### config.mk
export PLATFORM = sky130hd
export DESIGN_NAME = mvdec_top
export DESIGN_NICKNAME = d
export VERILOG_FILES = /design/src/rtl/mvdec_pkg.sv /design/src/rtl/mvdec_split.sv /design/src/rtl/mvdec_pfx_fsm.sv /design/src/rtl/mvdec_top.sv
export SDC_FILE = /design/constraint.sdc
export NUM_CORES = 1
export LEC_CHECK = 0
export BUFFER_PORTS_ARGS = -buffer_cell sky130_fd_sc_hd__buf_4
export CAP_MARGIN = 0
export CORE_ASPECT_RATIO = 1.1
export CORE_MARGIN = 4
export CORE_UTILIZATION = 42
export CTS_BUF_LIST = sky130_fd_sc_hd__clkbuf_2
export DETAILED_ROUTE_END_ITERATION = 8
export GPL_ROUTABILITY_DRIVEN = 0
export GPL_TIMING_DRIVEN = 1
export PLACE_DENSITY = 0.81
export SETUP_SLACK_MARGIN = 0.3
export SYNTH_ARGS = -nofsm -noshare
export SYNTH_HDL_FRONTEND = slang
export SYNTH_SLANG_ARGS = --single-unit
### constraint.sdc
create_clock -name clk -period 1.2 [get_ports clk]
set_input_delay 0.12 -clock clk [delete_from_list [all_inputs] [get_ports clk]]
set_output_delay 0.12 -clock clk [all_outputs]
set_load 0.005 [all_outputs]
### src/rtl/mvdec_pkg.sv
package mvdec_pkg;
    localparam int WORD_W   = 16;
    localparam int MOD_W    = 4;
    localparam int LIT_W    = 8;
    localparam int SIDX_W   = 4;
    localparam int DIDX_W   = 3;
    localparam int SEXT_W   = 1;
    localparam int DEXT_W   = 2;
    localparam int PFX_W    = LIT_W + DEXT_W + SEXT_W;

    typedef enum logic [0:0] {
        PFX_EMPTY = 1'b0,
        PFX_ARMED = 1'b1
    } pfx_state_t;

    typedef struct packed {
        logic [SEXT_W-1:0] src_ext;
        logic [DEXT_W-1:0] dst_ext;
        logic [LIT_W-1:0]  hi_byte;
    } pfx_t;
endpackage

### src/rtl/mvdec_split.sv
module mvdec_split
    import mvdec_pkg::*;
#(
    parameter logic [MOD_W-1:0] PFX_MOD = 4'hB
) (
    input  logic [WORD_W-1:0]        word,
    input  pfx_t                     pfx,
    output logic                     is_pfx_wr,
    output logic                     kind,
    output logic [MOD_W-1:0]         s_mod,
    output logic [SIDX_W+SEXT_W-1:0] s_idx,
    output logic [WORD_W-1:0]        imm,
    output logic [MOD_W-1:0]         d_mod,
    output logic [DIDX_W+DEXT_W-1:0] d_idx,
    output pfx_t                     new_pfx
);
    localparam int DST_LO = LIT_W;
    localparam int DIX_LO = LIT_W + MOD_W;

    always_comb begin
        kind      = word[WORD_W-1];
        s_mod     = word[MOD_W-1:0];
        s_idx     = {pfx.src_ext, word[LIT_W-1:MOD_W]};
        imm       = {pfx.hi_byte, word[LIT_W-1:0]};
        d_mod     = word[DST_LO +: MOD_W];
        d_idx     = {pfx.dst_ext, word[DIX_LO +: DIDX_W]};
        is_pfx_wr = !kind && (d_mod == PFX_MOD);
        new_pfx.hi_byte = word[LIT_W-1:0];
        new_pfx.dst_ext = word[DIX_LO +: DEXT_W];
        new_pfx.src_ext = word[DIX_LO+DEXT_W +: SEXT_W];
    end
endmodule

### src/rtl/mvdec_pfx_fsm.sv
module mvdec_pfx_fsm
    import mvdec_pkg::*;
(
    input  logic clk,
    input  logic rst_n,
    input  logic in_valid,
    input  logic is_pfx_wr,
    input  pfx_t new_pfx,
    output pfx_t cur_pfx,
    output logic pending
);
    pfx_state_t state, state_nx;
    pfx_t       pfx_q, pfx_nx;

    always_comb begin
        state_nx = state;
        pfx_nx   = pfx_q;
        unique case (state)
            PFX_EMPTY: begin
                if (in_valid && is_pfx_wr) begin
                    state_nx = PFX_ARMED;
                    pfx_nx   = new_pfx;
                end
            end
            PFX_ARMED: begin
                if (in_valid && is_pfx_wr) begin
                    state_nx = PFX_ARMED;
                    pfx_nx   = new_pfx;
                end else if (in_valid) begin
                    state_nx = PFX_EMPTY;
                    pfx_nx   = '0;
                end
            end
            default: begin
                state_nx = PFX_EMPTY;
                pfx_nx   = '0;
            end
        endcase
    end

    always_ff @(posedge clk or negedge rst_n) begin
        if (!rst_n) begin
            state <= PFX_EMPTY;
            pfx_q <= '0;
        end else begin
            state <= state_nx;
            pfx_q <= pfx_nx;
        end
    end

    always_comb begin
        pending = (state == PFX_ARMED);
        cur_pfx = pending ? pfx_q : '0;
    end

    p_load_r6: assert property (@(posedge clk) disable iff (!rst_n)
        (in_valid && is_pfx_wr) |=> (pending && cur_pfx == $past(new_pfx)));
    p_oneshot_r7: assert property (@(posedge clk) disable iff (!rst_n)
        (pending && in_valid && !is_pfx_wr) |=> !pending);
    p_idle_hold_r8: assert property (@(posedge clk) disable iff (!rst_n)
        !in_valid |=> ($stable(pending) && $stable(cur_pfx)));
endmodule

### src/rtl/mvdec_top.sv
module mvdec_top
    import mvdec_pkg::*;
#(
    parameter logic [MOD_W-1:0] PFX_MOD = 4'hB
) (
    input  logic                     clk,
    input  logic                     rst_n,
    input  logic                     in_valid,
    input  logic [WORD_W-1:0]        in_word,
    output logic                     xfer_valid,
    output logic                     src_kind,
    output logic [MOD_W-1:0]         src_mod,
    output logic [SIDX_W+SEXT_W-1:0] src_idx,
    output logic [WORD_W-1:0]        imm16,
    output logic [MOD_W-1:0]         dst_mod,
    output logic [DIDX_W+DEXT_W-1:0] dst_idx,
    output logic                     pfx_pending
);
    pfx_t cur_pfx, new_pfx;
    logic is_pfx_wr;

    mvdec_split #(.PFX_MOD(PFX_MOD)) u_split (
        .word      (in_word),
        .pfx       (cur_pfx),
        .is_pfx_wr (is_pfx_wr),
        .kind      (src_kind),
        .s_mod     (src_mod),
        .s_idx     (src_idx),
        .imm       (imm16),
        .d_mod     (dst_mod),
        .d_idx     (dst_idx),
        .new_pfx   (new_pfx)
    );

    mvdec_pfx_fsm u_fsm (
        .clk       (clk),
        .rst_n     (rst_n),
        .in_valid  (in_valid),
        .is_pfx_wr (is_pfx_wr),
        .new_pfx   (new_pfx),
        .cur_pfx   (cur_pfx),
        .pending   (pfx_pending)
    );

    assign xfer_valid = in_valid && !is_pfx_wr;

    p_ext_zero_r1: assert property (@(posedge clk) disable iff (!rst_n)
        !pfx_pending |-> (imm16[WORD_W-1:LIT_W] == '0 &&
                          dst_idx[DIDX_W+DEXT_W-1:DIDX_W] == '0 &&
                          src_idx[SIDX_W+SEXT_W-1:SIDX_W] == '0));
    p_no_xfer_pfx_r6: assert property (@(posedge clk) disable iff (!rst_n)
        xfer_valid |-> (in_word[WORD_W-1] || dst_mod != PFX_MOD));
    p_reg_form_r9: assert property (@(posedge clk) disable iff (!rst_n)
        (in_valid && in_word[WORD_W-1] && !pfx_pending) |=> !pfx_pending);
endmodule

Word-level counts from Yosys, hierarchy flattened
Index checks and enable logic that the tools add are counted.

word-level totals
  logic and storage cells = 23
  ROM bits = 0
  memories kept = 0
  bits in latches = 0
  flip-flop bits (word level) = 12
  memory bits (writable) = 0

cells by class
  order comparisons = 0
  div/mod/pow operators = 0
  mux-type cells = 9
  multiply operators = 0
  add/sub/neg operators = 0
  shift-type cells = 0
  bitwise gates (word level) = 1
  reduce and logical (&&, ||, !) cells = 6
  eq/ne operators = 3

operators with widths
  operator                                        number
  2-to-1 mux 11 bit                               4
  one-hot mux 11 bit (2 select lines)             1
  equality test 4 bit (second input constant)     1
  logical AND 1 bit                               3
  2-to-1 mux 1 bit                                3
  != test 3 bit (second input constant)           1
  logical NOT 1 bit                               2
  != test 2 x 1 -> 1 bit (second input constant)  1
  one-hot mux 1 bit (2 select lines)              1
  AND reduction 2 bit                             1
  NOT 1 bit                                       1

Depth between registers and ports, before layout
  depth in word-level cells = 5
  depth in mapped cells = 5
  depth with buffers taken out = 3

Cells and area by module
From an unflattened synthesis, not the netlist that was laid out.

second synthesis, totals
  cells, all modules = 89
  area total of the unflattened synthesis = 884.6 sq um

modules (own cells, without submodules)
  module         sequential area each (sq um)  instances  area an instance (sq um)  cells each
  mvdec_pfx_fsm  300.3                         1          513.0                     40
  mvdec_split    0.0                           1          357.8                     48
  mvdec_top      0.0                           1          13.8                      1

Worst setup path after synthesis
No wires, ideal clock.

  kind = input to register
  from = input in_word[10]
  to = register u_fsm.pfx_q[0] in the netlist's numbering
  data required time = 1.077 ns
  stages on the path = 5
  slack = 0.059 ns
  arrival = 1.018 ns
  setup time = 0.123 ns
  cell sequence = nand4b_1 -> or3b_1 -> buf_6 -> buf_12 -> mux2i_1

on the way
  word-level cells in the longest chain between the ends = 5

RTL lines
  what                                                                        line                                      source
  start, declared                                                             mvdec_top.sv:9                            input logic [WORD_W-1:0] in_word,
  equality test 4 bit *                                                       mvdec_split.sv:27                         is_pfx_wr = !kind && (d_mod == PFX_MOD);
  logical AND 1 bit *                                                         mvdec_split.sv:27
  logical AND 1 bit *                                                         mvdec_pfx_fsm.sv:20, mvdec_pfx_fsm.sv:26
  2-to-1 mux 11 bit, or another cell as far along                             mvdec_pfx_fsm.sv:26                       if (in_valid && is_pfx_wr) begin
  one-hot mux 11 bit (2 select lines) or AND reduction 2 bit (tied branches)  n/a
  end signal, assigned                                                        mvdec_pfx_fsm.sv:47                       pfx_q <= pfx_nx;
  end, declared                                                               mvdec_pfx_fsm.sv:13                       pfx_t pfx_q, pfx_nx;

Every way passes the cells marked *; elsewhere a longest branch is shown, timed or not.
A chain may end at the register's enable or synchronous reset.

==> impl_metrics.tcl <==
set metrics [dict create \
    num_rows 16 \
    cp-end-kind "primary output" \
    fin_tns_setup_ns -0.210 \
    initial_core_util_pct 44.9 \
    largest_reg_flops 11 \
    setup_ws_ns -0.0275 \
    gr-total-overflow 0 \
    cts_buffers 3 \
    rsz0062_at_grt "true" \
    antenna_cells 0 \
    final_common_cell "buf_4" \
    layoutNonFillerInstCount 154 \
    hold_viol 0 \
    min_path_type "primary input to register" \
    min_from "in_word[12]" \
    maxCapViolCount 0 \
    drive_gt1_share_pct 68.5 \
    p_int_w 0.000713 \
    violations "setup timing" \
    rr_worst_depth 5 \
    worst-endpoint-required_ns 1.08 \
    pwr-share-comb_pct 27.9 \
    cts_tree "built" \
    ys_warn_count 0 \
    grt_pass1_wl_um 3430 \
    grt_usage_pct 17.4 \
    max_freq_mhz 815 \
    ys_seq_area_share_pct 36.7 \
    crit_type "register to primary output" \
    ctsLongestPathBuffers 2 \
    slew_viol_final 0 \
    final_cell_area_sq_um 1260 \
    cp_data_arrival_time_ns 1.11 \
    port-buffer-count 55 \
    drtPass1Iterations 4 \
    final_cell_mix "buf_4 (45), buf_6 (15), and2_4 (11), inv_1 (11), dfrtp_1 (11)" \
    dieArea_sq_um 2720 \
    path_clk_slew_ns 0.12 \
    yosys-top-cells-area "dfrtp_1 (37%), buf_4 (22%), mux2i_1 (13%)" \
    synth_cells 90 \
    core-area_sq_um 1820 \
    synth_nets 109 \
    die-height_um 54.3 \
    fillers 134 \
    fin_worst_skew_ns 0.00110 \
    yosys.area.top_type "dfrtp_1" \
    die_w_um 50.1 \
    post-route-drc-count 0 \
    avgViaCountPerCell 4.69 \
    cp_max_fo 6 \
    p_switching_w 0.000307 \
    p_per_area_nw_per_um2 811 \
    antenna_found_initial 0 \
    drt_iter0_drc 7 \
    max-slew-margin-rel_pct 86.5 \
    via_count 722 \
    clkPwrFrac_pct 20.2 \
    clock_sinks 12 \
    place_inst 145 \
    wl_per_cell_um 14.4 \
    clkLatencyLatePin_ns 0.27 \
    grt_pass1_vias 758 \
    routed_wl_um 2220 \
    hold-path-cell-count 3 \
    top_register "u_fsm.pfx_q" \
    synth.distinct_cells 13 \
    status "finished, violations left" \
    dpl_cell_area_sq_um 1050 \
    synth.avg_cell_area_sq_um 9.09 \
    setup_viol 11 \
    min_period_ns 1.23 \
    fin_hold_ws_ns 0.0849 \
    grt_max_degree 13 \
    ioPinCount 56 \
    worst_pin_slew_ns 0.202 \
    p_leak_nw 0.731 \
    area_delta_synth_final_pct 53.8 \
    swShare_pct 30.1 \
    syn_area_sq_um 818 \
    ant_nets 0 \
    synth-seq-cells 12 \
    htree_num_levels 1 \
    cts_root_buffer "clkbuf_2" \
    yosysTopAreaCellShare_pct 36.7 \
    largestRegisters "u_fsm.pfx_q (11)" \
    critPathLaunchType "register" \
    max-vdd-ir-drop_v 0.000561 \
    place_hpwl_um 1480 \
    finalCritPeriodShare_pct 102 \
    fin_nets 148 \
    p_seq_share_pct 51.9 \
]
-- repair_timing --
item,CTS,global route
pin swaps,11,0
gates resized for setup,41,3
cloned,1,0
hold endpoints to repair,12,0
buffers inserted,3,1
hold buffers,1,0
endpoints found under the setup margin,23,24
-- per-layer routing --
layer	part of all wire, %	track usage, %	up-vias
li1	-	-	324
met1	33	16.2	360
met2	60	35.2	31
met3	5.9	3.81	7
met4	1.6	9.68	0
met5	0	0	-
-- worst max-delay path, cell delays in order (launching register included) --
cell and delay (ns):
dfrtp_2 0.44, buf_6 0.14, and2_4 0.14, buf_6 0.11
-- synth_stat cells (all sizes together) --
cell / count
nand4b: 1
o21ai: 1
o21a: 1
nand2: 12
buf: 26
mux2i: 11
clkbuf: 2
dfrtp: 12
or3b: 1
inv: 12
and2: 11
-- final cells by class --
class                           instances  area [sq um]  area share (%)
Timing Repair Buffer                   61           517            41.1
Tap cell                               27          33.8            2.68
Sequential cell                        12           302            24.0
Multi-Input combinational cell         39           347            27.5
Clock buffer                            3          15.0            1.19
Inverter                               12          45.0            3.58
-- path summary, 6_finish.rpt --
path	endpoint	slack, ns
worst max-delay path	imm16[9]	-0.03
worst min-delay path	u_fsm.pfx_q[8]	0.08
worst max register to register	u_fsm.pfx_q[0]	0.09
worst min register to register	u_fsm.pfx_q[6]	0.55
max in group asynchronous	asynchronous set/reset pin	0.82
min in group asynchronous	u_fsm.pfx_q[3]	0.21
-- power groups by stage --
stage	combinational, W	sequential (W)	clock (W)
final	0.000285	0.000530	0.000206
after detailed placement	0.000236	0.000519	0
after global routing	0.000317	0.000539	0.000221
after floorplan	0.000146	0.000505	0
after global placement	0.000225	0.000512	0
after CTS	0.000276	0.000524	0.000208
-- per-stage QoR --
step           power, W  utilization [%]  setup slack, ns
3_3_place_gp   0.000737             57.8          -0.0204
5_1_grt         0.00108             69.1          -0.0649
6_report        0.00102             69.1          -0.0275
2_1_floorplan  0.000650                -           0.0594
3_5_place_dp   0.000755             57.8          -0.0491
4_1_cts         0.00101             67.7         -0.00539
-- cells by family after synthesis --
kind of cell    count (synthesis)  synth area share, %
buf+inv                        40                 32.3
simple gates                   25                 16.1
flops                          12                 36.7
mux                            11                 13.5
compound gates                  2                 1.53
No activity file was read; power rests on OpenSTA's default activity.
